`config.mk`:
```
export PLATFORM = sky130hd
export DESIGN_NAME = rx_pol_fix
export DESIGN_NICKNAME = d
export VERILOG_FILES = /design/src/rtl/rxpol_pkg.sv /design/src/rtl/pol_run_counter.sv /design/src/rtl/pol_state_latch.sv /design/src/rtl/pol_bit_fix.sv /design/src/rtl/rx_pol_fix.sv
export SDC_FILE = /design/constraint.sdc
export NUM_CORES = 1
export LEC_CHECK = 0
export ABC_CLOCK_PERIOD_IN_PS = 2000
export CORE_AREA = 2 2 39 41
export CTS_CLUSTER_DIAMETER = 200
export DETAILED_ROUTE_END_ITERATION = 8
export DIE_AREA = 0 0 41 43
export DONT_BUFFER_PORTS = 1
export PLACE_DENSITY = 0.46
export SLEW_MARGIN = 20
export SYNTH_ARGS = -nofsm -noshare
export SYNTH_HDL_FRONTEND = slang
export SYNTH_SLANG_ARGS = --single-unit
```
`constraint.sdc`:
```
create_clock -name clk -period 2 [get_ports clk]
set_input_delay 0.1 -clock clk [delete_from_list [all_inputs] [get_ports clk]]
set_output_delay 0.1 -clock clk [all_outputs]
set_load 0.005 [all_outputs]
```
`src/rtl/rxpol_pkg.sv`:
```
package rxpol_pkg;

  // Next value of an inverted-event run: restart on a correctly signed
  // event, advance on an inverted one, saturate at the threshold.
  function automatic int unsigned run_step(int unsigned cur, logic evt,
                                           logic inv, int unsigned thr);
    if (!evt) return cur;
    if (!inv) return 0;
    if (cur >= thr) return thr;
    return cur + 1;
  endfunction

  function automatic int unsigned run_width(int unsigned thr);
    return (thr < 2) ? 1 : $clog2(thr + 1);
  endfunction

endpackage

```
`src/rtl/pol_run_counter.sv`:
```
module pol_run_counter
  import rxpol_pkg::*;
#(
  parameter int unsigned THRESH = 7
) (
  input  logic clk,
  input  logic rst_n,
  input  logic clr,
  input  logic evt,
  input  logic evt_inv,
  output logic hit
);
  localparam int unsigned CW = run_width(THRESH);
  localparam logic [CW-1:0] LAST = CW'(THRESH - 1);

  logic [CW-1:0] run_q;

  always_ff @(posedge clk) begin
    if (!rst_n) run_q <= '0;
    else if (clr) run_q <= '0;
    else run_q <= CW'(run_step({{(32-CW){1'b0}}, run_q}, evt, evt_inv, THRESH));
  end

  assign hit = evt & evt_inv & ~clr & (run_q == LAST);

  assert_run_bound_R2: assert property (@(posedge clk) disable iff (!rst_n)
    run_q <= CW'(THRESH));

  assert_run_restart_R4: assert property (@(posedge clk) disable iff (!rst_n)
    (evt && !evt_inv) |=> (run_q == '0));

endmodule

```
`src/rtl/pol_state_latch.sv`:
```
module pol_state_latch (
  input  logic clk,
  input  logic rst_n,
  input  logic link_lost,
  input  logic lp_hit,
  input  logic eop_hit,
  output logic pol_q
);
  always_ff @(posedge clk) begin
    if (!rst_n) pol_q <= 1'b0;
    else if (link_lost) pol_q <= 1'b0;
    else if (lp_hit || eop_hit) pol_q <= 1'b1;
  end

  assert_latch_hold_R7: assert property (@(posedge clk) disable iff (!rst_n)
    (pol_q && !link_lost) |=> pol_q);

  assert_link_clear_R8: assert property (@(posedge clk) disable iff (!rst_n)
    link_lost |=> !pol_q);

  assert_set_cause_R6: assert property (@(posedge clk) disable iff (!rst_n)
    (!pol_q && !link_lost && !lp_hit && !eop_hit) |=> !pol_q);

endmodule

```
`src/rtl/pol_bit_fix.sv`:
```
module pol_bit_fix (
  input  logic clk,
  input  logic rst_n,
  input  logic bit_valid,
  input  logic bit_in,
  input  logic invert,
  output logic bit_out
);
  always_ff @(posedge clk) begin
    if (!rst_n) bit_out <= 1'b0;
    else if (bit_valid) bit_out <= bit_in ^ invert;
  end

  assert_bit_hold_R9: assert property (@(posedge clk) disable iff (!rst_n)
    !bit_valid |=> $stable(bit_out));

endmodule

```
`src/rtl/rx_pol_fix.sv`:
```
module rx_pol_fix #(
  parameter int unsigned LP_THRESH      = 7,
  parameter int unsigned EOP_THRESH     = 3,
  parameter bit          LED_ACTIVE_LOW = 1'b0
) (
  input  logic clk,
  input  logic rst_n,
  input  logic link_lost,
  input  logic lp_seen,
  input  logic lp_inv,
  input  logic eop_seen,
  input  logic eop_inv,
  input  logic rx_bit_valid,
  input  logic rx_bit_in,
  output logic rx_bit_out,
  output logic pol_reversed,
  output logic pol_led
);
  // Named internal events for the assertions
  logic lp_hit;
  logic eop_hit;

  pol_run_counter #(.THRESH(LP_THRESH)) u_lp_run (
    .clk(clk), .rst_n(rst_n), .clr(link_lost),
    .evt(lp_seen), .evt_inv(lp_inv), .hit(lp_hit)
  );

  pol_run_counter #(.THRESH(EOP_THRESH)) u_eop_run (
    .clk(clk), .rst_n(rst_n), .clr(link_lost),
    .evt(eop_seen), .evt_inv(eop_inv), .hit(eop_hit)
  );

  pol_state_latch u_latch (
    .clk(clk), .rst_n(rst_n), .link_lost(link_lost),
    .lp_hit(lp_hit), .eop_hit(eop_hit), .pol_q(pol_reversed)
  );

  pol_bit_fix u_fix (
    .clk(clk), .rst_n(rst_n), .bit_valid(rx_bit_valid),
    .bit_in(rx_bit_in), .invert(pol_reversed), .bit_out(rx_bit_out)
  );

  generate
    if (LED_ACTIVE_LOW) begin : g_led_low
      assign pol_led = ~pol_reversed;
    end else begin : g_led_high
      assign pol_led = pol_reversed;
    end
  endgenerate

  assert_data_path_R9: assert property (@(posedge clk) disable iff (!rst_n)
    rx_bit_valid |=> (rx_bit_out == ($past(rx_bit_in) ^ $past(pol_reversed))));

endmodule

```
# [Yosys cells after proc, flatten, opt, wreduce, memory -nomap -nowiden]
# Cells that the tools add are included.
[word_totals] rom_bits=0 ff_bits=7 memories=0 out_inout_bits=3 ramBits=0 elab_cells=57 latch_bits=0 in_bits=9
[op_classes] n_mux=36 add_sub_neg=2 reduce_logical=2 multipliers=0 div=0 order_cmp=2 bitwise=9 shifts=0 eq_ne=2
[op_table] operator="two-way mux 1 bit" n=24
[op_table] operator="two-way mux 3 bit" n=6
[op_table] operator="two-way mux 2 bit" n=6
[op_table] operator="AND 1 bit" n=6
[op_table] operator="adder 3 x 1 -> 3 bit, second input constant" n=1
[op_table] operator="equality test 3 bit, second input constant" n=1
[op_table] operator=">= comparator 3 bit, second input constant" n=1
[op_table] operator="adder 2 x 1 -> 2 bit, second input constant" n=1
[op_table] operator="equality test 2 bit, second input constant" n=1
[op_table] operator=">= comparator 2 bit, second input constant" n=1
[op_table] operator="NOT 1 bit" n=2
[op_table] operator="OR reduction 2 bit" n=1
[op_table] operator="logical OR 1 bit" n=1
[op_table] operator="XOR 1 bit" n=1

# [Longest topological paths before layout]
[logic_depth] depth_word=13 ltp_mapped=4

# [Hierarchy]
# From an unflattened synthesis, not the netlist that was laid out.
[unflattened] hier_cells=40 hier_area_um2=394.1
[by_module_without_submodules] mod="pol_run_counter at u_lp_run" cells_per_inst=21 instances=1 seq_area_each_um2=60.1 area_each_um2=187.7
[by_module_without_submodules] mod="pol_run_counter at u_eop_run" cells_per_inst=11 instances=1 seq_area_each_um2=40.0 area_each_um2=117.6
[by_module_without_submodules] mod="pol_state_latch" cells_per_inst=3 instances=1 seq_area_each_um2=20.0 area_each_um2=42.5
[by_module_without_submodules] mod="pol_bit_fix" cells_per_inst=4 instances=1 seq_area_each_um2=20.0 area_each_um2=38.8
[by_module_without_submodules] mod="rx_pol_fix" cells_per_inst=1 instances=1 seq_area_each_um2=0.0 area_each_um2=7.5

# [Worst setup path after synthesis]
# Ideal clock, no wire load.
[synth_timing] kind="register to register" startpoint="register u_lp_run.run_q[0]" endpoint="register u_lp_run.run_q[0]" path_stages_with_launch=5 period_less_slack_ns=1.163 setup_slack_ns=0.837 arrival_ns=1.036 setup_ns=0.128 cell_sequence="dfxtp_1 ha_1 ha_1 o311ai_1 a21oi_1"
[synth_via] elab_chain_len=9
[synth_lines] item="from (decl)" line="pol_run_counter.sv:16" text="logic [CW-1:0] run_q;"
[synth_lines] item="from (signal assigned)" line="pol_run_counter.sv:21" text="else run_q <= CW'(run_step({{(32-CW){1'b0}}, run_q}, evt, evt_inv, THRESH));"
[synth_lines] item=">= comparator 3 bit" line="rxpol_pkg.sv:9" text="if (cur >= thr) return thr;"
[synth_lines] item="two-way mux 1 bit (2 in series)" line="rxpol_pkg.sv:9"
[synth_lines] item="two-way mux 1 bit" line="rxpol_pkg.sv:8" text="if (!inv) return 0;"
[synth_lines] item="two-way mux 1 bit" line="pol_run_counter.sv:20" text="else if (clr) run_q <= '0;"
[synth_lines] item="two-way mux 1 bit" line="pol_run_counter.sv:19" text="if (!rst_n) run_q <= '0;"
[synth_lines] item="two-way mux 3 bit" line="rxpol_pkg.sv:10" text="return cur + 1;"
[synth_lines] item="two-way mux 3 bit" line="rxpol_pkg.sv:9"
[synth_lines] item="two-way mux 3 bit *" line="rxpol_pkg.sv:8"
# Every way passes the cells marked *; elsewhere a longest branch is shown, timed or not. The select of a mux whose other input is x is not followed.
# A chain may end at the register's enable or synchronous reset.

# [Worst setup path after layout]
[layout_timing] startpoint="register u_latch.pol_q" endpoint="register u_fix.bit_out"
[layout_via] elab_chain_len=1
[layout_lines] item="from (decl)" line="pol_state_latch.sv:7" text="output logic pol_q"
[layout_lines] item="from (signal assigned)" line="pol_state_latch.sv:10" text="if (!rst_n) pol_q <= 1'b0;"
[layout_lines] item="from (signal assigned)" line="pol_state_latch.sv:11" text="else if (link_lost) pol_q <= 1'b0;"
[layout_lines] item="from (signal assigned)" line="pol_state_latch.sv:12" text="else if (lp_hit || eop_hit) pol_q <= 1'b1;"
[layout_lines] item="XOR 1 bit" line="pol_bit_fix.sv:11" text="else if (bit_valid) bit_out <= bit_in ^ invert;"
[layout_lines] item="to (signal assigned)" line="pol_bit_fix.sv:11"
[layout_lines] item="to (decl)" line="pol_bit_fix.sv:7" text="output logic bit_out"
# No other way between the ends.

==> out/metrics.cfg <==
[setup_path]
max_stage_delay_ps=550
critical-path-top-delay-family=buffers and inverters
regToRegSetupSlack_ps=620
worstSetupEndpointType=flip-flop
critical_path.reg2reg.endpoint=u_fix.bit_out
critPathRequiredTime_ps=2130
crit_path_max_fanout=4
path_depth=4
reg2reg_from=u_latch.pol_q
critical_path_buf_inv_count=1
worst-setup-path-type=reg -> reg
rr_worst_depth=4
critical-path-slowest-cell=sky130_fd_sc_hd__dlygate4sd3_1
worstPathCellList=xnor2_1, nand2_1, o211a_1, dlygate4sd3_1
critical_path_arrival_ps=1510
endpoint=u_fix.bit_out
crit_start=u_latch.pol_q
cp-start-kind=flip-flop

[sta]
rsz0062_at_grt=no
slew_viol_final=0
final_min_period_over_clock_period=0.692
setup_total_negative_slack_ps=0
fin_worst_skew_ps=0.973
hold_viol=0
setup_viol=0
tightestPinTransition_ps=276
final.min_clock_period_ps=1380
slew-limit-headroom=0.813
achievable-frequency_mhz=722

[clocking]
clk_root_buffer_cell=sky130_fd_sc_hd__clkbuf_4
clock_tree.buffer_depth=2
clock_insertion_delay_worst_skew_ps=240
ctsHtreeMaxLevel=1
cts_inserted_buffers=3
clk_pin_slew_ps=50
cts_num_sinks=7
cts_resized=0
cts_tree=yes

[yosys]
synthesis.nets=49
ys_warn_count=0
synth.distinct_cells=19
synth_cells=37
syn_area_per_cell_sq_um=9.67
netlist_area_sq_um=358
yosysSeqAreaShare=0.392
synth-seq-cells=7

[pwr]
peakVddDrop_v=0.000219
power_per_cell_area_nw_per_um2=689
p_leak_nw=0.169

[layout]
drive_gt1_frac=0.116
nFillCells=149
area.sequential_sq_um=140
layout.cells.most_common_list=sky130_fd_sc_hd__dfxtp_1, sky130_fd_sc_hd__inv_1, sky130_fd_sc_hd__a21oi_1
most_frequent_standard_cell_in_the_layout_excluding_fill_and_tap_cells=sky130_fd_sc_hd__dfxtp_1
syn2layout_area_growth_pct=19.2
layout.core_utilization=0.308
multi_input_comb_area_sq_um=195
antennaDiodeCount=0
finalInstanceArea_sq_um=427
final_nets=56

[routing]
drt_first_iter_violations=7
routedWlPerCell_um=14.2
drt_drc_violations_left=0
vias_after_detailed_routing=313
totalWireLength_um=837
detailedRoute.firstPassIterationCount=4
via_per_inst=5.31
antenna_violating_nets_post_route=0

[grt]
antenna_found_initial=0
grt_pass1_vias=328
grt-ovfl-total=0
grt_pass1_wl_um=1280
grt_max_degree=7
globalRouteTotalUtil=0.118

[placed_design]
post_dp_cell_area_sq_um=370
hpwlAfterDp_um=622
total_of_buffers_placed_on_input_and_output_ports=0
gp_routability_congestion=0.743

[job]
maxCapViolations=0

[floorplan]
design.core.area_sq_um=1380
fp-row-count=14
die_y_um=43
die_w_um=41
start_util=0.259
die-area_sq_um=1760
io_pins=12

[hold_path]
hold_path_class=in -> reg

[status]
outcome=complete, no violations

kinds of logic (layout without fill, tap and decap cells):
group | after synthesis | after routing | share of synthesized area
DFF | 7 | 7 | 0.392
and+or+nand+nor | 8 | 8 | 0.129
buffers and inverters | 5 | 11 | 0.0629
muxes | 2 | 2 | 0.0559
adders and majority gates | 3 | 3 | 0.105
xor gates and xnor gates | 1 | 1 | 0.0245
AOI/OAI and AO/OA | 11 | 11 | 0.231
worst reg2reg max path: stages, from the launching register on:
cell and delay [ps]:
sky130_fd_sc_hd__dfxtp_1 420, sky130_fd_sc_hd__xnor2_1 140, sky130_fd_sc_hd__nand2_1 60, sky130_fd_sc_hd__o211a_1 100
sky130_fd_sc_hd__dlygate4sd3_1 550
metrics by stage:
step	worst slack (ps)	hold WS, ps	power, mW	instances
detailed placement	723	247	0.167	52
floorplan	837	238	0.163	37
global route	526	15.4	0.313	59
global placement	799	242	0.165	52
finish	615	24.6	0.294	59
CTS	601	19.0	0.301	59
registers in the layout (all words and copies together) (netlist names):
register / cells
u_fix.bit_out: 1
u_latch.pol_q: 1
u_eop_run.run_q: 2
u_lp_run.run_q: 3
synth_stat cells:
cell,number,area [sq um]
sky130_fd_sc_hd__ha_1,3,37.5
sky130_fd_sc_hd__inv_1,4,15.0
sky130_fd_sc_hd__nor3_1,1,5.00
sky130_fd_sc_hd__buf_4,1,7.51
sky130_fd_sc_hd__mux2i_1,2,20.0
sky130_fd_sc_hd__nand2b_1,2,12.5
sky130_fd_sc_hd__o211a_1,1,10.0
sky130_fd_sc_hd__a21oi_1,4,20.0
sky130_fd_sc_hd__dfxtp_1,7,140
sky130_fd_sc_hd__nand4_1,1,6.26
sky130_fd_sc_hd__o311ai_1,1,8.76
sky130_fd_sc_hd__a211oi_2,1,12.5
sky130_fd_sc_hd__xnor2_1,1,8.76
sky130_fd_sc_hd__a211oi_1,2,15.0
sky130_fd_sc_hd__nand2_1,2,7.51
sky130_fd_sc_hd__nor2b_1,1,6.26
sky130_fd_sc_hd__o211ai_1,1,7.51
sky130_fd_sc_hd__a41oi_1,1,8.76
sky130_fd_sc_hd__and2_4,1,8.76
final cells by class:
| class | count | share of cell area |
|---|---|---|
| Inverter | 4 | 0.0352 |
| Sequential cell | 7 | 0.328 |
| Timing Repair Buffer | 3 | 0.0704 |
| Tap cell | 16 | 0.0469 |
| Clock buffer | 4 | 0.0616 |
| Multi-Input combinational cell | 25 | 0.457 |
timing repair:
item / CTS / global route
endpoints found under the hold margin: 2 / 0
hold buffers: 3 / 0
setup buffers: 0 / 0
worst min path at each step:
| stage | startpoint | cells past startpoint | end |
|---|---|---|---|
| 5_1_grt | eop_seen | 2 | u_eop_run.run_q[0] |
| 6_report | eop_seen | 2 | u_eop_run.run_q[0] |
| 3_3_place_gp | rx_bit_valid | 1 | u_fix.bit_out |
| 3_5_place_dp | rx_bit_valid | 1 | u_fix.bit_out |
| 4_1_cts | lp_inv | 2 | u_latch.pol_q |
| 2_1_floorplan | rx_bit_valid | 1 | u_fix.bit_out |
metal layers:
metal  share of wire  vias to the layer above  global-route usage
li1                -                      147                   -
met1            0.33                      151              0.0847
met2            0.54                       13               0.200
met3            0.11                        2              0.0471
met4           0.017                        0               0.120
met5               0                        -                   0
report_power, final:
part	switching (mW)	internal, mW
registers	0.00340	0.143
logic	0.00894	0.0130
clock network	0.0493	0.0759
total	0.0616	0.232
No activity file was read; power rests on OpenSTA's default activity.
